### src/rtl/sa_pkg.sv
// Shared helpers for the switch allocator.
// Assumes indices are non-negative and smaller than the range n.
package sa_pkg;

    // Index that follows cur in a ring of n positions.
    function automatic int wrap_next(input int cur, input int n);
        return (cur + 1 >= n) ? 0 : cur + 1;
    endfunction

endpackage

### src/rtl/sa_rr_pick.sv
// Combinational round-robin picker: grants the first set request at or
// above ptr, wrapping past N-1 to 0.
// Assumes ptr < N; produces a one-hot grant plus its binary index.
module sa_rr_pick #(
    parameter int N = 4,
    localparam int W = (N > 1) ? $clog2(N) : 1
) (
    input  logic [N-1:0] req,
    input  logic [W-1:0] ptr,
    output logic [N-1:0] gnt,
    output logic         any,
    output logic [W-1:0] idx
);

    int j;

    // Scan the ring starting at the pointer; first hit wins.
    always_comb begin
        gnt = '0;
        any = 1'b0;
        idx = '0;
        j   = 0;
        for (int k = 0; k < N; k++) begin
            j = int'(ptr) + k;
            if (j >= N) j = j - N;
            if (!any && req[j]) begin
                any    = 1'b1;
                idx    = W'(j);
                gnt[j] = 1'b1;
            end
        end
    end

endmodule

### src/rtl/sa_vc_stage.sv
// First allocation stage for one input port: filters the port's VCs by
// lock state and head flag, then picks one by round robin.
// Assumes lock state arrives registered from the output stages; the pointer
// moves only when the nominated VC is granted an output (won).
module sa_vc_stage #(
    parameter int NUM_PORTS = 4,
    parameter int NUM_VCS   = 3,
    parameter int MY_PORT   = 0,
    localparam int PW = (NUM_PORTS > 1) ? $clog2(NUM_PORTS) : 1,
    localparam int VW = (NUM_VCS > 1) ? $clog2(NUM_VCS) : 1
) (
    input  logic                    clk,
    input  logic                    rst_n,
    input  logic [NUM_VCS-1:0]      req,
    input  logic [NUM_VCS*PW-1:0]   dest,
    input  logic [NUM_VCS-1:0]      head,
    input  logic [NUM_VCS-1:0]      tail,
    input  logic [NUM_PORTS-1:0]    lock_vec,
    input  logic [NUM_PORTS*PW-1:0] lock_port,
    input  logic [NUM_PORTS*VW-1:0] lock_vc,
    input  logic                    won,
    output logic                    nom_valid,
    output logic [VW-1:0]           nom_vc,
    output logic [PW-1:0]           nom_dest,
    output logic                    nom_tail
);

    logic [NUM_VCS-1:0] elig;
    logic [NUM_VCS-1:0] pick_oh;
    logic [VW-1:0]      vptr;
    logic [PW-1:0]      d;

    // Eligibility: locked target must be owned by this VC, free target needs a head flit.
    always_comb begin
        elig = '0;
        d    = '0;
        for (int v = 0; v < NUM_VCS; v++) begin
            d = dest[v*PW +: PW];
            if (req[v] && (int'(d) < NUM_PORTS)) begin
                if (lock_vec[d])
                    elig[v] = (lock_port[int'(d)*PW +: PW] == PW'(MY_PORT)) &&
                              (lock_vc[int'(d)*VW +: VW] == VW'(v));
                else
                    elig[v] = head[v];
            end
        end
    end

    sa_rr_pick #(.N(NUM_VCS)) u_pick (
        .req (elig),
        .ptr (vptr),
        .gnt (pick_oh),
        .any (nom_valid),
        .idx (nom_vc)
    );

    // Route the nominee's target and tail marker to the output stages.
    always_comb begin
        nom_dest = dest[int'(nom_vc)*PW +: PW];
        nom_tail = tail[nom_vc];
    end

    // Pointer advances past the nominee only when the nominee got an output.
    always_ff @(posedge clk) begin
        if (!rst_n)
            vptr <= '0;
        else if (won && nom_valid)
            vptr <= VW'(sa_pkg::wrap_next(int'(nom_vc), NUM_VCS));
    end

endmodule

### src/rtl/sa_out_stage.sv
// Second allocation stage for one output port: round robin among the inputs
// nominating this output, with a packet lock held from head to tail.
// Assumes at most one nomination per input; the pointer moves only when a
// new packet is granted on an unlocked output.
module sa_out_stage #(
    parameter int NUM_PORTS = 4,
    parameter int NUM_VCS   = 3,
    parameter int MY_PORT   = 0,
    localparam int PW = (NUM_PORTS > 1) ? $clog2(NUM_PORTS) : 1,
    localparam int VW = (NUM_VCS > 1) ? $clog2(NUM_VCS) : 1
) (
    input  logic                    clk,
    input  logic                    rst_n,
    input  logic [NUM_PORTS-1:0]    nom_valid,
    input  logic [NUM_PORTS*PW-1:0] nom_dest,
    input  logic [NUM_PORTS*VW-1:0] nom_vc,
    input  logic [NUM_PORTS-1:0]    nom_tail,
    output logic [NUM_PORTS-1:0]    gnt,
    output logic                    locked,
    output logic [PW-1:0]           owner_port,
    output logic [VW-1:0]           owner_vc
);

    logic [NUM_PORTS-1:0] cand;
    logic [PW-1:0]        optr;
    logic                 any;
    logic [PW-1:0]        idx;

    // Candidates: inputs aiming here; under a lock only the owner remains.
    always_comb begin
        for (int i = 0; i < NUM_PORTS; i++) begin
            cand[i] = nom_valid[i] &&
                      (nom_dest[i*PW +: PW] == PW'(MY_PORT)) &&
                      (!locked || (owner_port == PW'(i)));
        end
    end

    sa_rr_pick #(.N(NUM_PORTS)) u_pick (
        .req (cand),
        .ptr (optr),
        .gnt (gnt),
        .any (any),
        .idx (idx)
    );

    // Lock bookkeeping and pointer update on each grant.
    always_ff @(posedge clk) begin
        if (!rst_n) begin
            locked     <= 1'b0;
            owner_port <= '0;
            owner_vc   <= '0;
            optr       <= '0;
        end else if (any) begin
            if (locked) begin
                if (nom_tail[idx]) locked <= 1'b0;
            end else begin
                optr <= PW'(sa_pkg::wrap_next(int'(idx), NUM_PORTS));
                if (!nom_tail[idx]) begin
                    locked     <= 1'b1;
                    owner_port <= idx;
                    owner_vc   <= nom_vc[int'(idx)*VW +: VW];
                end
            end
        end
    end

endmodule

### src/rtl/sa_switch_alloc.sv
// Two-stage separable switch allocator: one VC stage per input port feeds
// one output stage per output port; grants are registered.
// Assumes req_dest_i fields hold binary output indices; the requester uses
// the grants in the cycle after it presented the requests.
module sa_switch_alloc #(
    parameter int NUM_PORTS = 4,
    parameter int NUM_VCS   = 3,
    localparam int PW  = (NUM_PORTS > 1) ? $clog2(NUM_PORTS) : 1,
    localparam int VW  = (NUM_VCS > 1) ? $clog2(NUM_VCS) : 1,
    localparam int NPV = NUM_PORTS * NUM_VCS,
    localparam int NPP = NUM_PORTS * NUM_PORTS
) (
    input  logic              clk,
    input  logic              rst_n,
    input  logic [NPV-1:0]    req_valid_i,
    input  logic [NPV*PW-1:0] req_dest_i,
    input  logic [NPV-1:0]    req_head_i,
    input  logic [NPV-1:0]    req_tail_i,
    output logic [NPV-1:0]    vc_grant_o,
    output logic [NPP-1:0]    out_grant_o
);

    logic [NUM_PORTS-1:0]    nom_valid;
    logic [NUM_PORTS*PW-1:0] nom_dest;
    logic [NUM_PORTS*VW-1:0] nom_vc;
    logic [NUM_PORTS-1:0]    nom_tail;
    logic [NUM_PORTS-1:0]    lock_vec;
    logic [NUM_PORTS*PW-1:0] lock_port;
    logic [NUM_PORTS*VW-1:0] lock_vc;
    logic [NPP-1:0]          gnt_now;
    logic [NUM_PORTS-1:0]    won;
    logic [NPV-1:0]          vc_next;

    for (genvar gi = 0; gi < NUM_PORTS; gi++) begin : g_in
        sa_vc_stage #(
            .NUM_PORTS (NUM_PORTS),
            .NUM_VCS   (NUM_VCS),
            .MY_PORT   (gi)
        ) u_vc (
            .clk       (clk),
            .rst_n     (rst_n),
            .req       (req_valid_i[gi*NUM_VCS +: NUM_VCS]),
            .dest      (req_dest_i[gi*NUM_VCS*PW +: NUM_VCS*PW]),
            .head      (req_head_i[gi*NUM_VCS +: NUM_VCS]),
            .tail      (req_tail_i[gi*NUM_VCS +: NUM_VCS]),
            .lock_vec  (lock_vec),
            .lock_port (lock_port),
            .lock_vc   (lock_vc),
            .won       (won[gi]),
            .nom_valid (nom_valid[gi]),
            .nom_vc    (nom_vc[gi*VW +: VW]),
            .nom_dest  (nom_dest[gi*PW +: PW]),
            .nom_tail  (nom_tail[gi])
        );
    end

    for (genvar go = 0; go < NUM_PORTS; go++) begin : g_out
        sa_out_stage #(
            .NUM_PORTS (NUM_PORTS),
            .NUM_VCS   (NUM_VCS),
            .MY_PORT   (go)
        ) u_out (
            .clk        (clk),
            .rst_n      (rst_n),
            .nom_valid  (nom_valid),
            .nom_dest   (nom_dest),
            .nom_vc     (nom_vc),
            .nom_tail   (nom_tail),
            .gnt        (gnt_now[go*NUM_PORTS +: NUM_PORTS]),
            .locked     (lock_vec[go]),
            .owner_port (lock_port[go*PW +: PW]),
            .owner_vc   (lock_vc[go*VW +: VW])
        );
    end

    // Feed second-stage outcome back to each input and form the VC grant.
    always_comb begin
        won     = '0;
        vc_next = '0;
        for (int i = 0; i < NUM_PORTS; i++) begin
            for (int o = 0; o < NUM_PORTS; o++)
                won[i] = won[i] | gnt_now[o*NUM_PORTS + i];
            for (int v = 0; v < NUM_VCS; v++)
                vc_next[i*NUM_VCS + v] = won[i] && (nom_vc[i*VW +: VW] == VW'(v));
        end
    end

    // Register the grants toward the datapath.
    always_ff @(posedge clk) begin
        if (!rst_n) begin
            vc_grant_o  <= '0;
            out_grant_o <= '0;
        end else begin
            vc_grant_o  <= vc_next;
            out_grant_o <= gnt_now;
        end
    end

endmodule

### config.mk
export PLATFORM = sky130hd
export DESIGN_NAME = sa_switch_alloc
export DESIGN_NICKNAME = d
export VERILOG_FILES = /design/src/rtl/sa_pkg.sv /design/src/rtl/sa_rr_pick.sv /design/src/rtl/sa_vc_stage.sv /design/src/rtl/sa_out_stage.sv /design/src/rtl/sa_switch_alloc.sv
export SDC_FILE = /design/constraint.sdc
export NUM_CORES = 1
export LEC_CHECK = 0
export BUFFER_PORTS_ARGS = -buffer_cell sky130_fd_sc_hd__buf_2
export CAP_MARGIN = 20
export CORE_ASPECT_RATIO = 0.8
export CORE_MARGIN = 2
export CORE_UTILIZATION = 62
export CTS_BUF_LIST = sky130_fd_sc_hd__clkbuf_16
export CTS_CLUSTER_DIAMETER = 60
export DETAILED_ROUTE_END_ITERATION = 6
export GPL_ROUTABILITY_DRIVEN = 0
export GPL_TIMING_DRIVEN = 0
export PLACE_DENSITY = 0.84
export SYNTH_ARGS = -nofsm -noshare
export SYNTH_HDL_FRONTEND = slang
export SYNTH_SLANG_ARGS = --single-unit
### constraint.sdc
create_clock -name clk -period 10.1 [get_ports clk]
set_clock_uncertainty 0.05 [all_clocks]
set_input_delay 1.01 -clock clk [delete_from_list [all_inputs] [get_ports clk]]
set_output_delay 1.01 -clock clk [all_outputs]
set_load 0.005 [all_outputs]
==> flow_summary.json <==
{
  "drtPass1Iterations": 7,
  "synth.yosys.seq_area_share_pct": 16.46,
  "numPortBuffers": 86,
  "rsz_0062_raised_after_global_routing": "no",
  "drc": 47,
  "timing.critical_path.arrival_ns": 6.25,
  "tritoncts_num_sinks": 64,
  "top_cells_by_area_in_the_synthesized_netlist": "sky130_fd_sc_hd__dfxtp_1 16%, sky130_fd_sc_hd__ha_1 6.4%, sky130_fd_sc_hd__mux2i_1 4.2%",
  "grt_start_max_net_pins": 14,
  "min-delay-path-class": "reg2reg",
  "register_area_um2": 1281,
  "syn_nets": 1087,
  "ir_worst_vdd_mv": 0.1810,
  "cts_buffers": 9,
  "slowest_delay_ns": 0.86,
  "overflow": 0,
  "path_class": "in2reg",
  "maxSlewViolCount": 0,
  "power.leakage_nw": 3.531,
  "ys.flop_type": "sky130_fd_sc_hd__dfxtp_1",
  "status": "finished, violations left",
  "cell_type_with_the_highest_aggregate_area_in_the_netlist": "sky130_fd_sc_hd__dfxtp_1",
  "wl_mm": 25.80,
  "worstPathRequired_ns": 10.24,
  "cts_tree": "done",
  "num_io_pins": 90,
  "dr_vias": 8812,
  "hpwl_mm": 19.46,
  "wl_per_cell_um": 20.49,
  "async_s_r_ff_share_synth_pct": 0,
  "h-tree-depth": 3,
  "cts_setup_buffers": 0,
  "first_global_vias": 7646,
  "layout_nets": 1185,
  "ys_types": 114,
  "synth.yosys.warnings": 0,
  "synth_top_area_share_pct": 16.46,
  "synthesis.area_per_instance_um2": 7.901,
  "layout_common_cells": "110 x sky130_fd_sc_hd__buf_2, 84 x sky130_fd_sc_hd__nand2_1, 68 x sky130_fd_sc_hd__nor2_1, 64 x sky130_fd_sc_hd__dfxtp_1, 49 x sky130_fd_sc_hd__inv_1",
  "slew_headroom_pct": 31.74,
  "worst_setup_hold_path_clk_slew_ns": 0.06,
  "initial_core_utilization_pct": 63.76,
  "post_route_insts_no_fill": 1259,
  "maxClockFrequency_mhz": 163.6,
  "hold_buffers": 0,
  "min_period_ns": 6.112,
  "final_layout_size_suffix_gt1_share_pct": 18.11,
  "fillerInstances": 1005,
  "diodes": 0,
  "end_kind": "flip-flop",
  "tns_ns": 0,
  "cts_resized": 0,
  "placed_cells_incl_taps": 1242,
  "timing.critical_path.fanout_max": 10,
  "post_synthesis_cell_count": 985,
  "synth_seq_cells": 64,
  "synth-edff-count": 0,
  "antenna_left": 0,
  "number_of_max_capacitance_violations_reported": 0,
  "clock_path_buffers": 2,
  "clk_latency_ns": 0.35,
  "violations_in_the_final_reports": "DRC",
  "grt_util_all_layers_pct": 37.23,
  "detail_route.vias_per_cell": 6.999,
  "report.power.total_w": 0.002694,
  "worstPathCellList": "clkbuf_1 > mux4_2 > o221ai_2 > o221ai_2 > a21boi_1 > maj3_2 > a211oi_1 > o211ai_1 > buf_2 > mux2_2 > mux2i_4 > nor3b_1 > a2111o_1 > o41ai_1 > o22ai_1",
  "die_h_um": 104.2,
  "critical-path-slowest-cell": "sky130_fd_sc_hd__o41ai_1",
  "place_area_um2": 8427,
  "antenna_violations_before_repair": 0,
  "report.final.hold_viol_count": 0,
  "die_x_um": 129.3,
  "postLayoutCellArea_um2": 8752,
  "syn-cell-area_um2": 7782,
  "fp.dieArea_um2": 13470,
  "placement_rows": 36,
  "dr.first_iter.drc_count": 1631,
  "placeableCoreArea_um2": 12210,
  "layout_worst_path_cycle_share_pct": 60.52,
  "ctsRootBufferMaster": "sky130_fd_sc_hd__clkbuf_16",
  "power-per-cell-area_nw_per_um2": 307.8,
  "grt_first_pass_wirelength_mm": 39.94,
  "setup_viol_count_final": 0,
  "timing_worst_slew_pin_value_ns": 1.013,
  "startpoint_type": "input pin",
  "syn2layout_area_growth_pct": 12.46,
  "critPathMostFrequentCell": "sky130_fd_sc_hd__o221ai_2",
  "multi_input_combinational_cell_area_um2": 6040,
  "final_common_cell": "sky130_fd_sc_hd__buf_2"
}
## synthesized netlist by cell type (all sizes together) (31+ instances only)
| cell | instances |
|---|---|
| and2 | 37 |
| mux2i | 37 |
| nand2 | 85 |
| nand3 | 32 |
| clkbuf | 32 |
| a21oi | 40 |
| o21ai | 31 |
| ha | 40 |
| nor2 | 68 |
| inv | 51 |
| dfxtp | 64 |
## metrics by stage
step / utilization (%) / setup slack [ns] / hold WS, ns
detailed placement: 69.03 / 3.705 / 0.4287
finish: 71.70 / 3.988 / 0.4324
floorplan: - / 4.910 / 0.4015
global placement: 69.03 / 3.815 / 0.4158
global route: 71.70 / 3.931 / 0.4639
CTS: 71.66 / 4.033 / 0.4363
## worst max-delay path, delay by kind of cell
family,cells,cell delay (ns)
AO/OA/AOI/OAI,8,2.94
multiplexers,3,1.19
buffers and inverters,2,0.67
adder cells (fa/ha/maj),1,0.34
AND/OR/NAND/NOR,1,0.09
## final cells by class
class / instances / share of cell area [%]
Buffer: 60 / 3.002
Multi-Input combinational cell: 808 / 69.01
Clock inverter: 7 / 1.086
Clock buffer: 9 / 2.573
Timing Repair Buffer: 87 / 4.975
Tap cell: 171 / 2.445
Sequential cell: 64 / 14.64
Inverter: 53 / 2.273
## power breakdown
group,internal (W),total [W],switching [W]
Sequential,0.000331,0.000394,0.0000631
Clock,0.000216,0.000340,0.000123
Combinational,0.000737,0.00196,0.00122
Total,0.00128,0.00269,0.00141
## flip-flops by register name, indices dropped and copies added, names as in the netlist
signal	cells
out_grant_o	16
g_out.u_out.owner_port	8
g_out.u_out.optr	8
g_in.u_vc.vptr	8
vc_grant_o	12
g_out.u_out.locked	4
g_out.u_out.owner_vc	8
## kinds of logic after synthesis
group | Yosys count | synth area share, %
fa+ha+maj | 41 | 6.576
xor+xnor | 7 | 0.7878
compound gates | 277 | 28.01
buf+inv | 113 | 5.933
simple gates | 428 | 33.15
mux | 55 | 9.084
flops | 64 | 16.46
## layer usage
metal  share of wire, %  wire, um  GRT usage [%]  vias to the layer above
met5                  0         0              0                        -
met4                3.6       938          12.50                        0
met3                 15      3915          9.928                      121
met2                 41     10580          53.61                      676
met1                 40     10360          53.44                     4005
li1                   -         -              -                     4010
## final timing paths
check                    endpoint                    startpoint  slack, ns  cells after the start
max          g_in[1].u_vc.vptr[1]                 req_dest_i[9]       3.99                     15
min          g_in[0].u_vc.vptr[0]          g_in[0].u_vc.vptr[0]       0.43                      2
max reg2reg  g_in[1].u_vc.vptr[1]  g_out[1].u_out.owner_port[1]       4.21                     14
min reg2reg  g_in[0].u_vc.vptr[0]          g_in[0].u_vc.vptr[0]       0.43                      2
Power figures use the tool's default switching activity.
